==> src/rtl/dchain_pkg.sv <==
package dchain_pkg;
   localparam int WORD_W     = 32;
   localparam int DESC_WORDS = 4;
   localparam int DESC_BYTES = 16;
   localparam int CNT_W      = 16;
   localparam int CMD_W      = 16;
   localparam int STAT_W     = 16;

   // opcode values (command bits [15:12])
   localparam logic [3:0] OP_OUT_MORE = 4'd0;
   localparam logic [3:0] OP_OUT_LAST = 4'd1;
   localparam logic [3:0] OP_IN_MORE  = 4'd2;
   localparam logic [3:0] OP_IN_LAST  = 4'd3;
   localparam logic [3:0] OP_LOAD     = 4'd4;
   localparam logic [3:0] OP_STORE    = 4'd5;
   localparam logic [3:0] OP_NOP      = 4'd6;
   localparam logic [3:0] OP_STOP     = 4'd7;

   // condition modes
   localparam logic [1:0] CM_NEVER   = 2'd0;
   localparam logic [1:0] CM_MATCH   = 2'd1;
   localparam logic [1:0] CM_NOMATCH = 2'd2;
   localparam logic [1:0] CM_ALWAYS  = 2'd3;

   // status bit positions
   localparam int SB_RUN    = 15;
   localparam int SB_FLUSH  = 13;
   localparam int SB_WAKE   = 12;
   localparam int SB_DEAD   = 11;
   localparam int SB_ACTIVE = 10;
   localparam int SB_BT     = 8;

   typedef enum logic [3:0] {
      S_IDLE, S_FETCH, S_DECODE, S_XFER, S_LDRD, S_STWR, S_WAIT, S_WB, S_FIN
   } seq_state_e;
endpackage

==> src/rtl/dchain_cond.sv <==
module dchain_cond #(
   parameter int DEV_W = 4
) (
   input  logic [1:0]         mode,
   input  logic [DEV_W-1:0]   dev,
   input  logic [2*DEV_W-1:0] sel,
   output logic               hit
);
   import dchain_pkg::*;

   logic match;

   always_comb begin
      match = (((dev ^ sel[DEV_W-1:0]) & sel[2*DEV_W-1:DEV_W]) == '0);
      unique case (mode)
         CM_NEVER:   hit = 1'b0;
         CM_MATCH:   hit = match;
         CM_NOMATCH: hit = !match;
         default:    hit = 1'b1;
      endcase
   end
endmodule

==> src/rtl/dchain_decode.sv <==
module dchain_decode
   import dchain_pkg::*;
(
   input  logic [CMD_W-1:0] cmd,
   output logic             bad,
   output logic             is_stop,
   output logic             is_xfer,
   output logic             is_load,
   output logic             is_store,
   output logic             x_out,
   output logic             x_last,
   output logic             may_branch,
   output logic [1:0]       m_intr,
   output logic [1:0]       m_br,
   output logic [1:0]       m_wait
);
   logic [3:0] op;
   logic [2:0] key;

   always_comb begin
      op         = cmd[15:12];
      key        = cmd[10:8];
      bad        = (op > OP_STOP) || (key != 3'd0);
      is_stop    = (op == OP_STOP);
      is_xfer    = (op <= OP_IN_LAST);
      is_load    = (op == OP_LOAD);
      is_store   = (op == OP_STORE);
      x_out      = (op == OP_OUT_MORE) || (op == OP_OUT_LAST);
      x_last     = (op == OP_OUT_LAST) || (op == OP_IN_LAST);
      may_branch = !is_load && !is_store;
      m_intr     = cmd[5:4];
      m_br       = cmd[3:2];
      m_wait     = cmd[1:0];
   end
endmodule

==> src/rtl/dchain_seq.sv <==
module dchain_seq
   import dchain_pkg::*;
#(
   parameter int ADDR_W = 32,
   parameter int DEV_W  = 4,
   parameter int WB_ALL = 1
) (
   input  logic                 clk,
   input  logic                 rst_n,
   input  logic                 run,
   input  logic                 start,
   input  logic [ADDR_W-1:0]    start_ptr,
   input  logic                 wake_in,
   input  logic                 flush_in,
   input  logic [DEV_W-1:0]     dev_stat,
   input  logic [2*DEV_W-1:0]   intr_sel,
   input  logic [2*DEV_W-1:0]   br_sel,
   input  logic [2*DEV_W-1:0]   wait_sel,
   output logic                 mem_req,
   output logic                 mem_we,
   output logic [ADDR_W-1:0]    mem_addr,
   output logic [WORD_W-1:0]    mem_wdata,
   input  logic                 mem_ack,
   input  logic [WORD_W-1:0]    mem_rdata,
   output logic                 xfer_req,
   output logic                 xfer_out,
   output logic                 xfer_last,
   output logic [ADDR_W-1:0]    xfer_addr,
   output logic [CNT_W-1:0]     xfer_len,
   input  logic                 xfer_done,
   input  logic [CNT_W-1:0]     xfer_count,
   output logic [ADDR_W-1:0]    cmd_ptr,
   output logic [STAT_W-1:0]    status,
   output logic                 irq
);
   localparam int SEL_W = 2 * DEV_W;
   localparam int IDX_W = $clog2(DESC_WORDS);
   localparam logic [IDX_W-1:0] WB_FIRST = (WB_ALL != 0) ? IDX_W'(0) : IDX_W'(2);
   localparam logic [IDX_W-1:0] IDX_LAST = IDX_W'(DESC_WORDS - 1);

   if (ADDR_W < 5 || ADDR_W > WORD_W) begin : g_bad_addr_w
      $error("dchain_seq: ADDR_W out of range");
   end
   if (DEV_W < 1 || DEV_W > SB_BT) begin : g_bad_dev_w
      $error("dchain_seq: DEV_W out of range");
   end

   seq_state_e                         state_q;
   logic [DESC_WORDS-1:0][WORD_W-1:0]  dw_q;
   logic [IDX_W-1:0]                   idx_q;
   logic [ADDR_W-1:0]                  ptr_q;
   logic [CNT_W-1:0]                   res_q;
   logic active_q, dead_q, bt_q, wake_q, flush_q, irq_q;

   // decode of the held command
   logic d_bad, d_stop, d_xfer, d_load, d_store, d_out, d_last, d_brok;
   logic [1:0] m_intr, m_br, m_wait;

   dchain_decode u_dec (
      .cmd        (dw_q[0][WORD_W-1:CNT_W]),
      .bad        (d_bad),
      .is_stop    (d_stop),
      .is_xfer    (d_xfer),
      .is_load    (d_load),
      .is_store   (d_store),
      .x_out      (d_out),
      .x_last     (d_last),
      .may_branch (d_brok),
      .m_intr     (m_intr),
      .m_br       (m_br),
      .m_wait     (m_wait)
   );

   // condition evaluators: 0 interrupt, 1 branch, 2 wait
   logic [1:0]       c_mode [3];
   logic [SEL_W-1:0] c_sel  [3];
   logic [2:0]       c_hit;

   always_comb begin
      c_mode[0] = m_intr;  c_sel[0] = intr_sel;
      c_mode[1] = m_br;    c_sel[1] = br_sel;
      c_mode[2] = m_wait;  c_sel[2] = wait_sel;
   end

   for (genvar gi = 0; gi < 3; gi++) begin : g_cond
      dchain_cond #(.DEV_W(DEV_W)) u_cond (
         .mode (c_mode[gi]),
         .dev  (dev_stat),
         .sel  (c_sel[gi]),
         .hit  (c_hit[gi])
      );
   end

   logic intr_hit, br_hit, wait_hit;
   assign intr_hit = c_hit[0];
   assign br_hit   = c_hit[1];
   assign wait_hit = c_hit[2];

   // status word
   logic [STAT_W-1:0] status_w;
   always_comb begin
      status_w                 = '0;
      status_w[SB_RUN]         = run;
      status_w[SB_FLUSH]       = flush_q;
      status_w[SB_WAKE]        = wake_q;
      status_w[SB_DEAD]        = dead_q;
      status_w[SB_ACTIVE]      = active_q;
      status_w[SB_BT]          = bt_q;
      status_w[DEV_W-1:0]      = dev_stat;
   end

   logic [CNT_W-1:0]  req_cnt;
   logic [ADDR_W-1:0] data_addr, word_addr, br_target;
   assign req_cnt   = dw_q[0][CNT_W-1:0];
   assign data_addr = dw_q[1][ADDR_W-1:0];
   assign word_addr = {dw_q[1][ADDR_W-1:2], 2'b00};
   assign br_target = {dw_q[2][ADDR_W-1:4], 4'b0000};

   // sequencer
   always_ff @(posedge clk or negedge rst_n) begin
      if (!rst_n) begin
         state_q  <= S_IDLE;
         dw_q     <= '0;
         idx_q    <= '0;
         ptr_q    <= '0;
         res_q    <= '0;
         active_q <= 1'b0;
         dead_q   <= 1'b0;
         bt_q     <= 1'b0;
         wake_q   <= 1'b0;
         flush_q  <= 1'b0;
         irq_q    <= 1'b0;
      end else begin
         irq_q <= 1'b0;
         if (wake_in)  wake_q  <= 1'b1;
         if (flush_in) flush_q <= 1'b1;
         if (start && !active_q) begin
            ptr_q    <= {start_ptr[ADDR_W-1:4], 4'b0000};
            active_q <= 1'b1;
            dead_q   <= 1'b0;
            bt_q     <= 1'b0;
         end
         unique case (state_q)
            S_IDLE: begin
               if (run && active_q) begin
                  state_q <= S_FETCH;
                  idx_q   <= '0;
                  wake_q  <= 1'b0;
               end
            end
            S_FETCH: begin
               if (mem_ack) begin
                  dw_q[idx_q] <= mem_rdata;
                  if (idx_q == IDX_LAST) begin
                     state_q <= S_DECODE;
                  end else begin
                     idx_q <= idx_q + 1'b1;
                  end
               end
            end
            S_DECODE: begin
               res_q <= '0;
               if (d_bad) begin
                  dead_q   <= 1'b1;
                  active_q <= 1'b0;
                  irq_q    <= 1'b1;
                  state_q  <= S_IDLE;
               end else if (d_stop) begin
                  active_q <= 1'b0;
                  state_q  <= S_IDLE;
               end else if (d_xfer) begin
                  state_q <= S_XFER;
               end else if (d_load) begin
                  state_q <= S_LDRD;
               end else if (d_store) begin
                  state_q <= S_STWR;
               end else begin
                  state_q <= S_WAIT;
               end
            end
            S_XFER: begin
               if (xfer_done) begin
                  res_q   <= (xfer_count >= req_cnt) ? '0 : (req_cnt - xfer_count);
                  state_q <= S_WAIT;
               end
            end
            S_LDRD: begin
               if (mem_ack) begin
                  dw_q[2] <= mem_rdata;
                  state_q <= S_WAIT;
               end
            end
            S_STWR: begin
               if (mem_ack) state_q <= S_WAIT;
            end
            S_WAIT: begin
               if (!wait_hit) begin
                  dw_q[3] <= {status_w, res_q};
                  idx_q   <= WB_FIRST;
                  state_q <= S_WB;
               end
            end
            S_WB: begin
               if (mem_ack) begin
                  if (idx_q == IDX_LAST) begin
                     state_q <= S_FIN;
                  end else begin
                     idx_q <= idx_q + 1'b1;
                  end
               end
            end
            S_FIN: begin
               flush_q <= 1'b0;
               irq_q   <= intr_hit;
               if (d_brok && br_hit) begin
                  ptr_q <= br_target;
                  bt_q  <= 1'b1;
               end else begin
                  ptr_q <= ptr_q + ADDR_W'(DESC_BYTES);
                  bt_q  <= 1'b0;
               end
               state_q <= S_IDLE;
            end
            default: state_q <= S_IDLE;
         endcase
      end
   end

   // memory port
   always_comb begin
      mem_req   = 1'b0;
      mem_we    = 1'b0;
      mem_addr  = ptr_q + ADDR_W'({idx_q, 2'b00});
      mem_wdata = dw_q[idx_q];
      unique case (state_q)
         S_FETCH: mem_req = 1'b1;
         S_LDRD: begin
            mem_req  = 1'b1;
            mem_addr = word_addr;
         end
         S_STWR: begin
            mem_req   = 1'b1;
            mem_we    = 1'b1;
            mem_addr  = word_addr;
            mem_wdata = dw_q[2];
         end
         S_WB: begin
            mem_req = 1'b1;
            mem_we  = 1'b1;
         end
         default: ;
      endcase
   end

   assign xfer_req  = (state_q == S_XFER);
   assign xfer_out  = d_out;
   assign xfer_last = d_last;
   assign xfer_addr = data_addr;
   assign xfer_len  = req_cnt;
   assign cmd_ptr   = ptr_q;
   assign status    = status_w;
   assign irq       = irq_q;

   // checks
   p_bus_excl_r3: assert property (@(posedge clk) disable iff (!rst_n)
      !(mem_req && xfer_req));
   p_xfer_hold_r3: assert property (@(posedge clk) disable iff (!rst_n)
      xfer_req && !xfer_done |=> xfer_req && $stable(xfer_addr) && $stable(xfer_len));
   p_mem_hold_r5: assert property (@(posedge clk) disable iff (!rst_n)
      mem_req && !mem_ack |=> mem_req && $stable(mem_addr) && $stable(mem_we)
                             && $stable(mem_wdata));
   p_irq_pulse_r7: assert property (@(posedge clk) disable iff (!rst_n)
      irq |=> !irq);
   p_kill_irq_r10: assert property (@(posedge clk) disable iff (!rst_n)
      $rose(dead_q) |-> irq);
   p_wait_quiet_r11: assert property (@(posedge clk) disable iff (!rst_n)
      (state_q == S_WAIT) |-> !mem_req && !xfer_req);
   p_start_ignored_r2: assert property (@(posedge clk) disable iff (!rst_n)
      active_q && start && (state_q != S_FIN) |=> (ptr_q == $past(ptr_q)));
endmodule

==> config.mk <==
export PLATFORM = sky130hd
export DESIGN_NAME = dchain_seq
export DESIGN_NICKNAME = d
export VERILOG_FILES = /design/src/rtl/dchain_pkg.sv /design/src/rtl/dchain_cond.sv /design/src/rtl/dchain_decode.sv /design/src/rtl/dchain_seq.sv
export SDC_FILE = /design/constraint.sdc
export NUM_CORES = 1
export LEC_CHECK = 0
export BUFFER_PORTS_ARGS = -buffer_cell sky130_fd_sc_hd__buf_2
export CORE_MARGIN = 5
export CORE_UTILIZATION = 50
export DETAILED_ROUTE_END_ITERATION = 10
export GPL_TIMING_DRIVEN = 1
export PLACE_DENSITY_LB_ADDON = 0.15
export SLEW_MARGIN = 20
export SYNTH_ARGS = -nofsm -noshare
export SYNTH_HDL_FRONTEND = slang
export SYNTH_SLANG_ARGS = --single-unit
==> constraint.sdc <==
create_clock -name clk -period 3.6 [get_ports clk]
set_input_delay 0.36 -clock clk [delete_from_list [all_inputs] [get_ports clk]]
set_output_delay 0.36 -clock clk [all_outputs]
set_load 0.05 [all_outputs]
==> flow_summary.ini <==
[clocking]
cts.root.buffer_cell = clkbuf_16
clk_latency_ns = 0.43
cts.sinks = 184
htreeDepth = 4
clkTransAtPathRegs_ns = 0.08
ctsHoldBuffers = 0
cts_tree = yes
cts-buffers-inserted = 17
cts-resized-gates = 0
cts_buffer_depth = 2
post-cts-setup-buffer-count = 0

[sta]
clock.fmax_mhz = 310.7
skew_ns = 0.01399
final_hold_viol_count = 3
tns_ns = 0
period_minus_slack_ns = 3.219
grt_setup_unrepaired = false
finalWorstSetupSlack_ns = 0.3814
setup_violations = 0
post-route-period-util_pct = 89.41
whs_ns = -0.01850
worst-slew-pin-transition_ns = 1.101
maxSlewHeadroom_pct = 26.63
slew_viol_final = 0

[synthesis]
synth_ff_type = dfrtp_1
synth_area_um2 = 12000
synth_top_area_share_pct = 38.38
yosysSeqAreaShare_pct = 38.38
syn_area_per_cell_um2 = 9.492
yosys.area.top_type = dfrtp_1
ys.warnings.count = 0
synth-edff-count = 0
synth.distinct_cells = 59
yosysMostFrequentCell = dfrtp_1
synthTopCellsByArea = dfrtp_1, mux2_2, nand2_1
synthArstFlopShare_pct = 100.0
ys_ff_latch = 184
synthTopCellsByCount = dfrtp_1, nand2_1, mux2_2
syn_inst = 1264

[global_route]
grt_use_total_pct = 26.84
grt_max_degree = 101
antenna_found_initial = 2
first_global_vias = 9688
overflow = 0
grt_pass1_wl_um = 56330

[routing]
vias = 10020
drtAntennaViolNets = 0
routed_wl_um = 36880
wl_per_cell_um = 20.95
via_per_inst = 5.693
first_iter_violations = 965
drcViolationCount = 0
drt_pass1_iterations = 5

[floorplan]
rows = 56
core_um2 = 23540
die_x_um = 164.9
ios = 282
chipHeight_um = 164.9
die_area_um2 = 27190
start_util_pct = 50.96

[run_status]
violations = hold timing
status = finished, violations left

[critical_path]
rrSetupSlack_ns = 0.60
max_stage_delay_ns = 0.58
cp-end-kind = output pin
cp_max_fo = 24
crit_chain = nor2b_1 > and2_1 > nand2b_2 > nand2_1 > buf_12 > o22ai_1 > a21oi_1 > buf_2
cp_slowest_cell = dfrtp_1
r2r_cells = 10
path_class = reg2out
crit_path_start = state_q[2]$_DFFE_PN0P_
r2r-start = xfer_len[0]$_DFFE_PN0P_
cp-start-kind = flop
arrival_ns = 2.86
r2r_end = res_q[15]$_DFFE_PN0P_
critPathRequiredTime_ns = 3.24

[job]
drv_cap = 0

[layout]
layout-drive-gt1-share_pct = 33.08
nets = 1565
area_growth_pct = 14.14

[placed_design]
post-place-ws_ns = 0.6171
place_congestion = 0.9200
dp_hpwl_um = 26360
port_buffers = 265

[worst_hold_path]
hold_class = in2async
how the worst max path moves through the flow:
| stage | depth (start not counted) | slack (ns) | to |
|---|---|---|---|
| after floorplan | 8 | 0.52 | mem_wdata[25] |
| after global placement | 10 | 0.65 | res_q[15]$_DFFE_PN0P_ |
| after detailed placement | 10 | 0.62 | res_q[15]$_DFFE_PN0P_ |
| after CTS | 8 | 0.41 | mem_wdata[19] |
| after global routing | 8 | 0.23 | mem_wdata[19] |
| final | 8 | 0.38 | mem_wdata[19] |
kinds of logic after synthesis:
family | Yosys count | share of synthesized area, %
buffers and inverters | 191 | 9.021
adder cells (fa/ha/maj) | 23 | 2.461
AND/OR/NAND/NOR | 336 | 13.65
AO/OA/AOI/OAI | 298 | 15.62
XOR/XNOR | 61 | 4.453
other | 1 | 0.03126
multiplexers | 170 | 16.38
flip-flops | 184 | 38.38
cells in the final DEF (no fill, tap or decap), types with 24 or more instances in the layout:
cell type,Yosys,final
inv_1,35,35
o21ai_0,93,93
a21oi_1,65,65
nand2_1,158,158
and3_1,24,24
mux2_4,24,24
o22ai_1,40,40
nor2_1,37,34
nand3b_1,27,27
mux2_2,115,115
buf_2,10,264
xor2_1,38,38
mux2i_1,31,31
nand3_1,28,28
dfrtp_1,184,183
a22o_1,44,44
final cells by class:
type	instances	area, um^2
diodes	2	5.005
clock buffers	21	470.5
clock inverters	11	136.4
fillers	2128	9848
inverters	35	131.4
multi-input cells	901	6394
flip-flops and latches	184	4608
well taps	319	399.1
repair buffers	287	1550
per-layer routing:
layer	track usage (%)	share of wire, %	wire length, um	vias to the layer above
li1	-	-	-	4743
met1	41.37	49	18030	4887
met2	39.79	44	16220	356
met3	3.843	5.5	2029	33
met4	6.352	1.6	591	0
met5	0	0	0	-
worst max-delay path: cells and delay by family, from the launching register on:
family / cells / cell delay, ns
AND/OR/NAND/NOR: 4 / 0.86
buffers and inverters: 2 / 0.58
flip-flops: 1 / 0.58
AO/OA/AOI/OAI: 2 / 0.38
through the flow:
step / hold WS (ns) / utilization, % / instances / cell area, um^2
floorplan: 0.06441 / - / 1276 / 12040
global placement: 0.4706 / 55.57 / 1726 / 13080
detailed placement: 0.4767 / 55.57 / 1726 / 13080
CTS: 0.009355 / 58.15 / 1758 / 13690
global route: 0.02457 / 58.17 / 1760 / 13690
finish: -0.01850 / 58.17 / 1760 / 13690
sequential cells by signal, summed over array words and instances, names as in the netlist:
signal / count
idx_q: 2
xfer_len: 16
irq: 1
wake_q: 1
dw_q: 52
xfer_addr: 32
bt_q: 1
state_q: 4
active_q: 1
br_target: 28
res_q: 16
dead_q: 1
cmd_ptr: 28
flush_q: 1
Power is left out: the tool's default activity adds up to more than one toggle a clock period on the data nets, which glitch-free logic cannot reach.
